## config.mk

```make
export PLATFORM = sky130hd
export DESIGN_NAME = rxq_buffer
export DESIGN_NICKNAME = d
export VERILOG_FILES = /design/src/rtl/rxq_pkg.sv /design/src/rtl/rxq_pick.sv /design/src/rtl/rxq_slot.sv /design/src/rtl/rxq_buffer.sv
export SDC_FILE = /design/constraint.sdc
export NUM_CORES = 1
export LEC_CHECK = 0
export ABC_AREA = 1
export BUFFER_PORTS_ARGS = -buffer_cell sky130_fd_sc_hd__buf_4
export CAP_MARGIN = 20
export CORE_MARGIN = 8
export CORE_UTILIZATION = 27
export DETAILED_ROUTE_END_ITERATION = 10
export PLACE_DENSITY_LB_ADDON = 0.2
export SYNTH_ARGS = -nofsm -noshare
export SYNTH_HDL_FRONTEND = slang
export SYNTH_SLANG_ARGS = --single-unit
```

## constraint.sdc

```tcl
create_clock -name clk -period 1.75 [get_ports clk]
set_input_delay 0.35 -clock clk [delete_from_list [all_inputs] [get_ports clk]]
set_output_delay 0.35 -clock clk [all_outputs]
set_load 0.02 [all_outputs]
```

## src/rtl/rxq_pkg.sv

```systemverilog
package rxq_pkg;

  localparam int ID_LIMIT = 29;

  typedef struct packed {
    logic en;
    logic eob;
    logic newd;
    logic pend;
    logic lost;
  } slot_flags_t;

  // masked identifier compare: mask bit 1 means the bit must agree
  function automatic logic id_accepts(input logic [ID_LIMIT-1:0] frame_id,
                                      input logic [ID_LIMIT-1:0] filt_id,
                                      input logic [ID_LIMIT-1:0] filt_mask);
    return ((frame_id ^ filt_id) & filt_mask) == '0;
  endfunction

  // a slot takes a frame when it matches and is not a locked inner link
  function automatic logic slot_free(input logic matched, input logic newd, input logic eob);
    return matched && (!newd || eob);
  endfunction

endpackage

```

## src/rtl/rxq_pick.sv

```systemverilog
module rxq_pick #(
  parameter int N = 8
) (
  input  logic [N-1:0] req,
  output logic [N-1:0] grant
);
  logic found;

  always_comb begin
    grant = '0;
    found = 1'b0;
    for (int i = 0; i < N; i++) begin
      if (req[i] && !found) begin
        grant[i] = 1'b1;
        found    = 1'b1;
      end
    end
  end

endmodule

```

## src/rtl/rxq_slot.sv

```systemverilog
module rxq_slot
  import rxq_pkg::*;
#(
  parameter int ID_W  = 11,
  parameter int DLC_W = 4,
  parameter int DW    = 64
) (
  input  logic             clk,
  input  logic             rst_n,
  input  logic             cfg_hit,
  input  logic [ID_W-1:0]  cfg_id,
  input  logic [ID_W-1:0]  cfg_mask,
  input  logic             cfg_eob,
  input  logic             cfg_en,
  input  logic [ID_W-1:0]  frame_id,
  input  logic [DLC_W-1:0] frame_dlc,
  input  logic [DW-1:0]    frame_data,
  input  logic             store,
  input  logic             clr_new,
  input  logic             clr_pend,
  output logic             free,
  output slot_flags_t      flags,
  output logic [ID_W-1:0]  held_id,
  output logic [DLC_W-1:0] held_dlc,
  output logic [DW-1:0]    held_data
);
  logic [ID_W-1:0] filt_id_q;
  logic [ID_W-1:0] filt_mask_q;
  slot_flags_t     fl_q;
  logic            matched;

  assign matched = fl_q.en && id_accepts(ID_LIMIT'(frame_id), ID_LIMIT'(filt_id_q),
                                         ID_LIMIT'(filt_mask_q));
  assign free    = slot_free(matched, fl_q.newd, fl_q.eob);
  assign flags   = fl_q;

  always_ff @(posedge clk or negedge rst_n) begin
    if (!rst_n) begin
      filt_id_q   <= '0;
      filt_mask_q <= '0;
      fl_q        <= '0;
      held_id     <= '0;
      held_dlc    <= '0;
      held_data   <= '0;
    end else if (cfg_hit) begin
      filt_id_q   <= cfg_id;
      filt_mask_q <= cfg_mask;
      fl_q.en     <= cfg_en;
      fl_q.eob    <= cfg_eob;
      fl_q.newd   <= 1'b0;
      fl_q.pend   <= 1'b0;
      fl_q.lost   <= 1'b0;
    end else if (store) begin
      held_id   <= frame_id;
      held_dlc  <= frame_dlc;
      held_data <= frame_data;
      fl_q.newd <= 1'b1;
      fl_q.pend <= 1'b1;
      fl_q.lost <= fl_q.lost | fl_q.newd;
    end else begin
      if (clr_new) begin
        fl_q.newd <= 1'b0;
        fl_q.lost <= 1'b0;
      end
      if (clr_pend) fl_q.pend <= 1'b0;
    end
  end

  AST_STORE_SETS_FLAGS: assert property (@(posedge clk) disable iff (!rst_n)
    store |=> (fl_q.newd && fl_q.pend));
  AST_NO_LOCKED_WRITE: assert property (@(posedge clk) disable iff (!rst_n)
    store |-> (!fl_q.newd || fl_q.eob));
  AST_STORE_NEEDS_MATCH: assert property (@(posedge clk) disable iff (!rst_n)
    store |-> fl_q.en);
  AST_LOST_ON_OVERWRITE: assert property (@(posedge clk) disable iff (!rst_n)
    (store && fl_q.newd) |=> fl_q.lost);
  AST_STORE_BEATS_CLEAR: assert property (@(posedge clk) disable iff (!rst_n)
    (store && clr_new) |=> fl_q.newd);
  AST_CLEAR_NEW: assert property (@(posedge clk) disable iff (!rst_n)
    (clr_new && !store && !cfg_hit) |=> (!fl_q.newd && !fl_q.lost));

endmodule

```

## src/rtl/rxq_buffer.sv

```systemverilog
module rxq_buffer
  import rxq_pkg::*;
#(
  parameter int NUM_SLOTS  = 8,
  parameter int ID_W       = 11,
  parameter int DATA_BYTES = 8,
  parameter int DLC_W      = 4,
  localparam int SW        = $clog2(NUM_SLOTS),
  localparam int DW        = 8 * DATA_BYTES
) (
  input  logic             clk,
  input  logic             rst_n,
  input  logic             cfg_we,
  input  logic [SW-1:0]    cfg_slot,
  input  logic [ID_W-1:0]  cfg_id,
  input  logic [ID_W-1:0]  cfg_mask,
  input  logic             cfg_eob,
  input  logic             cfg_en,
  input  logic             rx_valid,
  output logic             rx_ready,
  input  logic [ID_W-1:0]  rx_id,
  input  logic [DLC_W-1:0] rx_dlc,
  input  logic [DW-1:0]    rx_data,
  input  logic             rd_req,
  input  logic [SW-1:0]    rd_slot,
  input  logic             rd_clr_new,
  input  logic             rd_clr_pend,
  output logic [ID_W-1:0]  rd_id,
  output logic [DLC_W-1:0] rd_dlc,
  output logic [DW-1:0]    rd_data,
  output logic             rd_new,
  output logic             rd_pend,
  output logic             rd_lost
);
  logic                 rx_fire;
  logic [NUM_SLOTS-1:0] free_vec;
  logic [NUM_SLOTS-1:0] grant_vec;
  logic [NUM_SLOTS-1:0] store_vec;
  slot_flags_t          s_flags [NUM_SLOTS];
  logic [ID_W-1:0]      s_id    [NUM_SLOTS];
  logic [DLC_W-1:0]     s_dlc   [NUM_SLOTS];
  logic [DW-1:0]        s_data  [NUM_SLOTS];

  assign rx_ready  = !cfg_we;
  assign rx_fire   = rx_valid && rx_ready;
  assign store_vec = grant_vec & {NUM_SLOTS{rx_fire}};

  rxq_pick #(.N(NUM_SLOTS)) u_pick (
    .req   (free_vec),
    .grant (grant_vec)
  );

  for (genvar g = 0; g < NUM_SLOTS; g++) begin : g_slot
    logic cfg_hit_g;
    logic clr_new_g;
    logic clr_pend_g;
    assign cfg_hit_g  = cfg_we && (cfg_slot == SW'(g));
    assign clr_new_g  = rd_req && rd_clr_new  && (rd_slot == SW'(g));
    assign clr_pend_g = rd_req && rd_clr_pend && (rd_slot == SW'(g));

    rxq_slot #(.ID_W(ID_W), .DLC_W(DLC_W), .DW(DW)) u_slot (
      .clk        (clk),
      .rst_n      (rst_n),
      .cfg_hit    (cfg_hit_g),
      .cfg_id     (cfg_id),
      .cfg_mask   (cfg_mask),
      .cfg_eob    (cfg_eob),
      .cfg_en     (cfg_en),
      .frame_id   (rx_id),
      .frame_dlc  (rx_dlc),
      .frame_data (rx_data),
      .store      (store_vec[g]),
      .clr_new    (clr_new_g),
      .clr_pend   (clr_pend_g),
      .free       (free_vec[g]),
      .flags      (s_flags[g]),
      .held_id    (s_id[g]),
      .held_dlc   (s_dlc[g]),
      .held_data  (s_data[g])
    );
  end

  always_comb begin
    rd_id   = s_id[rd_slot];
    rd_dlc  = s_dlc[rd_slot];
    rd_data = s_data[rd_slot];
    rd_new  = s_flags[rd_slot].newd;
    rd_pend = s_flags[rd_slot].pend;
    rd_lost = s_flags[rd_slot].lost;
  end

  AST_ONE_STORE: assert property (@(posedge clk) disable iff (!rst_n)
    $onehot0(store_vec));
  AST_STORE_NEEDS_FIRE: assert property (@(posedge clk) disable iff (!rst_n)
    (|store_vec) |-> (rx_valid && rx_ready));
  AST_NO_STORE_IN_CFG: assert property (@(posedge clk) disable iff (!rst_n)
    cfg_we |-> !(|store_vec));
  AST_FREE_FRAME_STORED: assert property (@(posedge clk) disable iff (!rst_n)
    (rx_fire && (|free_vec)) |-> $countones(store_vec) == 1);

endmodule

```

# After elaboration in Yosys (flattened, before gate mapping)
# Cells that the tools add are included.
# classes
magnitude_cmp	1
bitwise_logic	34
n_mux	58
n_reduce_logical	108
eq_ne	14
# op_table
op	n
$and 29x11->29	8
$logic_not 29->1	8
$bmux 64 s3	1
$mux 64	2
$xor 11x11->11	8
$mux 3	18
$logic_and 1x1->1	50
$reduce_bool 3->1	16
$bmux 11 s3	1
$mux 1	30
$eq 3x3->1 const B	8
$mux 11	2
$logic_not 1->1	16
$reduce_and 2->1	8
$bmux 5 s3	1
$bmux 4 s3	1
$eq 3x2->1 const B	4
$and 8x8->8	1
$logic_or 1x1->1	8
$mux 4	2
$not 1->1	8
$or 1x1->1	8
$eq 3x1->1 const B	2
$logic_not 3->1	2
2 further kinds	2
# word_totals
inputBits	116
elab_cells	295
regBits	848
output_inout_bits	83

# Logic depth before layout (Yosys ltp)
# logic_depth
ltp_word	30
ltp_mapped	16
depth_no_buf	14

# By module
# From an unflattened synthesis, not the netlist that was laid out.
# unflattened
cells_unflattened	5856
area_unflattened_um2	40996.8
# modules_own_cells
module	cells_each	seq_area_each_um2	n_inst	area_each_um2
rxq_slot	491	2652.5	8	4180.3
rxq_buffer	1910	0.0	1	7464.7
rxq_pick	18	0.0	1	90.1

# Least setup slack after synthesis
# No wires, ideal clock.
# synth_timing
path_kind	input port to output port
start	input port rd_slot[0]
end	output port rd_data[25]
t_required_ns	1.400
path_buffers	2
arrival_ns	1.740
path_slack_ns	-0.340
stages	7
cell_sequence	nor2_1 > clkbuf_1 > clkbuf_1 > a22oi_1 > nand3_1 > nor2_1 > a31oi_1
# synth_via
elab_chain_len	4
# synth_rtl
element	line	source
from (decl)	rxq_buffer.sv:25	input logic [SW-1:0] rd_slot,
$not 3->4 (implied by the code)	rxq_buffer.sv:86	rd_data = s_data[rd_slot];
$bmux 64 s3	rxq_buffer.sv:86	
$mux 64 (implied by the code) (2 in series)	rxq_buffer.sv:86	
to (decl)	rxq_buffer.sv:30	output logic [DW-1:0] rd_data,
# No other way between the ends. The select of a mux whose other input is x is not followed.

# Worst setup path in the final report
# layout_timing
start	register g_slot[4].u_slot.filt_id_q[8]
end	register g_slot[6].u_slot.held_data[12]
# layout_via
elab_chain_len	15
# layout_rtl
element	line	source
from (decl)	rxq_slot.sv:27	logic [ID_W-1:0] filt_id_q;
from (signal assigned)	rxq_slot.sv:46	filt_id_q <= cfg_id;
$xor 11x11->11 (*)	rxq_pkg.sv:17	return ((frame_id ^ filt_id) & filt_mask) == '0;
$and 29x11->29 (*)	rxq_pkg.sv:17	
$logic_not 29->1 (*)	rxq_pkg.sv:17	
$logic_and 1x1->1 (*)	rxq_slot.sv:32	assign matched = fl_q.en && id_accepts(ID_LIMIT'(frame_id), ID_LIMIT'(filt_id_q),
$logic_and 1x1->1 (*)	rxq_pkg.sv:22	return matched && (!newd || eob);
$logic_and 1x1->1 (*)	rxq_pick.sv:13	if (req[i] && !found) begin
$mux 1 (*)	rxq_pick.sv:13	
$logic_not 1->1	rxq_pick.sv:13	
$logic_and 1x1->1	rxq_pick.sv:13	
$mux 1 (*)	rxq_pick.sv:13	
$logic_not 1->1 (*)	rxq_pick.sv:13	
$logic_and 1x1->1 (*)	rxq_pick.sv:13	
$mux 1 (*)	rxq_pick.sv:13	
$and 8x8->8 (*)	rxq_buffer.sv:46	assign store_vec = grant_vec & {NUM_SLOTS{rx_fire}};
$reduce_and 2->1 (no source line) (*)	-	
to (signal assigned)	rxq_slot.sv:56	held_data <= frame_data;
to (decl)	rxq_slot.sv:25	output logic [DW-1:0] held_data
# Every way passes the cells marked *; elsewhere a longest branch is shown, timed or not.
# A chain may end at the register's enable or synchronous reset.

==> results.json <==
{
  "pre_cts_ws_ns": -0.735,
  "period_minus_slack_ns": 2.36,
  "syn_nets": 4223,
  "synth_area_per_cell_um2": 9.09,
  "yosysUniqueCellTypes": 48,
  "via_count": 32614,
  "seqPwrFrac_pct": 43.8,
  "drt-initial-drc-count": 2312,
  "routedWlPerCell_um": 22.3,
  "ioPinCount": 199,
  "core_um2": 137000,
  "rsz0062_at_grt": "true",
  "synth_ff_type": "dfrtp_1",
  "final_cell_mix": "nand2_1, dfrtp_1, o21ai_0, buf_4, o21ai_2",
  "drc_errors": 0,
  "die-area_um2": 150000,
  "ys_ff_latch": 848,
  "min_path_type": "in2reg",
  "leakage_nw": 25.5,
  "final_cells": 6659,
  "hold_violations": 0,
  "synth.area.top_cells": "dfrtp_1, nand2_1, o21ai_0",
  "p_sw_w": 0.0248,
  "failed_checks": "setup timing",
  "clock-sinks": 848,
  "via_per_inst": 4.90,
  "fp.dieW_um": 388,
  "row_count": 136,
  "dr.pass1.iters": 5,
  "grtUsageTotal_pct": 18.5,
  "dp.cells": 6164,
  "synth_top_area_cell": "dfrtp_1",
  "start_util_pct": 27.2,
  "clk_pin_slew_ns": 0.06,
  "routed_wl_um": 149000,
  "cap_violations": 0,
  "grt_overflow": 0,
  "slew_viol_final": 0,
  "fin_crit_sh_pct": 135,
  "post-dp-hpwl_um": 81900,
  "async_flop_share_pct": 100,
  "clock.fmax_ghz": 0.423,
  "nets": 4907,
  "clkPwrFrac_pct": 27.8,
  "portBuffers": 198,
  "crit_fanout": 8,
  "internal_power_w": 0.0498,
  "vdd_ir_drop_max_mv": 0.727,
  "worst-endpoint-required_ns": 2.34,
  "clk_path_buf_depth": 3,
  "status": "complete, but fails checks",
  "pwr_density_cell_nw_per_um2": 1340,
  "fin_skew_ns": 0.0501,
  "ant_nets": 0,
  "setup_violations": 738,
  "slew_headroom_pct": 63.5,
  "synthCells": 4107,
  "end_kind": "flop",
  "arrival_ns": 2.95,
  "synthToLayoutAreaGrowth_pct": 49.3,
  "cp-start-kind": "flop",
  "synth_top_area_share_pct": 56.8,
  "timing.hold.ws_ns": 0.0428,
  "final_common_cell": "nand2_1",
  "tightest_slew_ns": 0.546,
  "synth_edf_count": 0,
  "syn_area_um2": 37300,
  "place_congestion": 0.779,
  "die_h_um": 388,
  "synth_seq_area_share_pct": 56.8,
  "switching_share_pct": 33.3,
  "r2r-start": "g_slot[4].u_slot.filt_id_q[8]$_DFFE_PN0P_",
  "ys.warnings.count": 0,
  "root_buffer": "clkbuf_16",
  "antenna_found_initial": 3,
  "insertion_delay_ns": 0.72,
  "fin_ws_ns": -0.613,
  "path_class": "reg2reg",
  "power_w": 0.0746,
  "grt_pass1_vias": 32507,
  "cts_tree": "built",
  "hold_path_startpoint": "rx_data[54]",
  "numCtsBuffers": 101,
  "setup_tns_ns": -295.54,
  "p_comb_share_pct": 28.4,
  "grt_max_degree": 78,
  "cts_max_level": 3,
  "startpoint": "g_slot[4].u_slot.filt_id_q[8]$_DFFE_PN0P_",
  "grt_pass1_wl_um": 216000,
  "layout-drive-gt1-share_pct": 38.1
}
power by group through the flow:
| stage | registers (W) | clock network [W] | logic [W] |
|---|---|---|---|
| after floorplan | 0.0307 | 0 | 0.0113 |
| after global placement | 0.0317 | 0 | 0.0164 |
| after detailed placement | 0.0317 | 0 | 0.0168 |
| after CTS | 0.0319 | 0.0213 | 0.0195 |
| after global routing | 0.0336 | 0.0221 | 0.0236 |
| final | 0.0327 | 0.0208 | 0.0212 |
critical path: stages, from the launching register on:
cell       delay, ns
dfrtp_1         0.38
or2_1           0.24
nand3_2         0.07
nand2_2         0.07
nor3_4          0.34
nand3_4         0.16
buf_12          0.16
buf_6           0.11
nand4_4         0.10
buf_12          0.16
buf_16          0.17
clkbuf_16       0.20
o21ai_1         0.07
cell usage after synthesis, types with 4 or more instances:
cell / n
nand2_2: 84
inv_1: 202
a21oi_1: 9
a31oi_1: 80
o31ai_1: 9
or2_1: 10
o21ai_1: 100
clkinv_1: 5
o211ai_1: 9
inv_2: 5
buf_1: 4
clkbuf_1: 172
a22oi_1: 216
nand3_1: 161
buf_4: 30
clkbuf_2: 5
inv_4: 8
dfrtp_1: 848
o21ai_2: 91
a211oi_1: 26
buf_12: 9
buf_2: 22
nand4_1: 7
o21ai_0: 648
buf_6: 41
nand2_1: 1160
nor2_1: 103
nor2_4: 4
nor3_1: 9
metal layers:
layer	GRT usage [%]	up-vias	wire length (µm)
li1	-	15293	-
met1	25.2	16355	66700
met2	30.7	770	71500
met3	2.70	196	6480
met4	4.86	0	4050
met5	0	-	0
stage by stage:
| stage | utilization (%) | cell area (µm²) |
|---|---|---|
| 2_1_floorplan | - | 38200 |
| 3_3_place_gp | 32.1 | 44000 |
| 3_5_place_dp | 32.1 | 44000 |
| 4_1_cts | 38.8 | 53300 |
| 5_1_grt | 40.6 | 55800 |
| 6_report | 40.6 | 55800 |
registers in the layout (all words and copies together), names as in the netlist:
signal / cells
g_slot.u_slot.filt_id_q: 88
g_slot.u_slot.filt_mask_q: 88
g_slot.u_slot.flags: 40
g_slot.u_slot.held_data: 512
g_slot.u_slot.held_dlc: 32
g_slot.u_slot.held_id: 88
logic make-up (layout without fill, tap and decap cells):
family	after synthesis	after routing	share of synthesized area, %
buffers and inverters	503	1259	6.72
AOI/OAI and AO/OA	1195	1195	19.0
and+or+nand+nor	1560	1560	17.4
other	0	2	0
DFF	848	848	56.8
xor gates and xnor gates	1	1	0.0235
what timing repair did:
action | CTS | global route
endpoints found under the hold margin | 658 | 0
gates resized for setup | 581 | 568
gates cloned | 82 | 37
pin swaps | 131 | 126
buffers inserted | 126 | 71
setup endpoints to repair | 738 | 738
hold buffers | 55 | 0
path summary, 6_finish.rpt:
path / end / slack [ns] / cells past startpoint
worst max-delay path: g_slot[6].u_slot.held_data[12]$_DFFE_PN0P_ / -0.61 / 12
worst min-delay path: g_slot[7].u_slot.held_data[54]$_DFFE_PN0P_ / 0.04 / 3
worst max register to register: g_slot[6].u_slot.held_data[12]$_DFFE_PN0P_ / -0.61 / 12
worst min register to register: g_slot[7].u_slot.flags[0]$_DFFE_PN0P_ / 0.48 / 2
max in group asynchronous: g_slot[2].u_slot.filt_id_q[2]$_DFFE_PN0P_ / 0.81 / 4
min in group asynchronous: g_slot[0].u_slot.held_data[29]$_DFFE_PN0P_ / 0.14 / 2
cell type report:
| type | instances | area (µm²) |
|---|---|---|
| Clock inverter | 27 | 310 |
| Clock buffer | 148 | 2930 |
| Multi-Input combinational cell | 2756 | 17100 |
| Antenna cell | 2 | 5.00 |
| Tap cell | 1794 | 2240 |
| Fill cell | 13381 | 81600 |
| Timing Repair inverter | 3 | 28.8 |
| Inverter | 220 | 927 |
| Sequential cell | 848 | 21200 |
| Timing Repair Buffer | 861 | 11000 |
(Power assumes the default switching activity.)
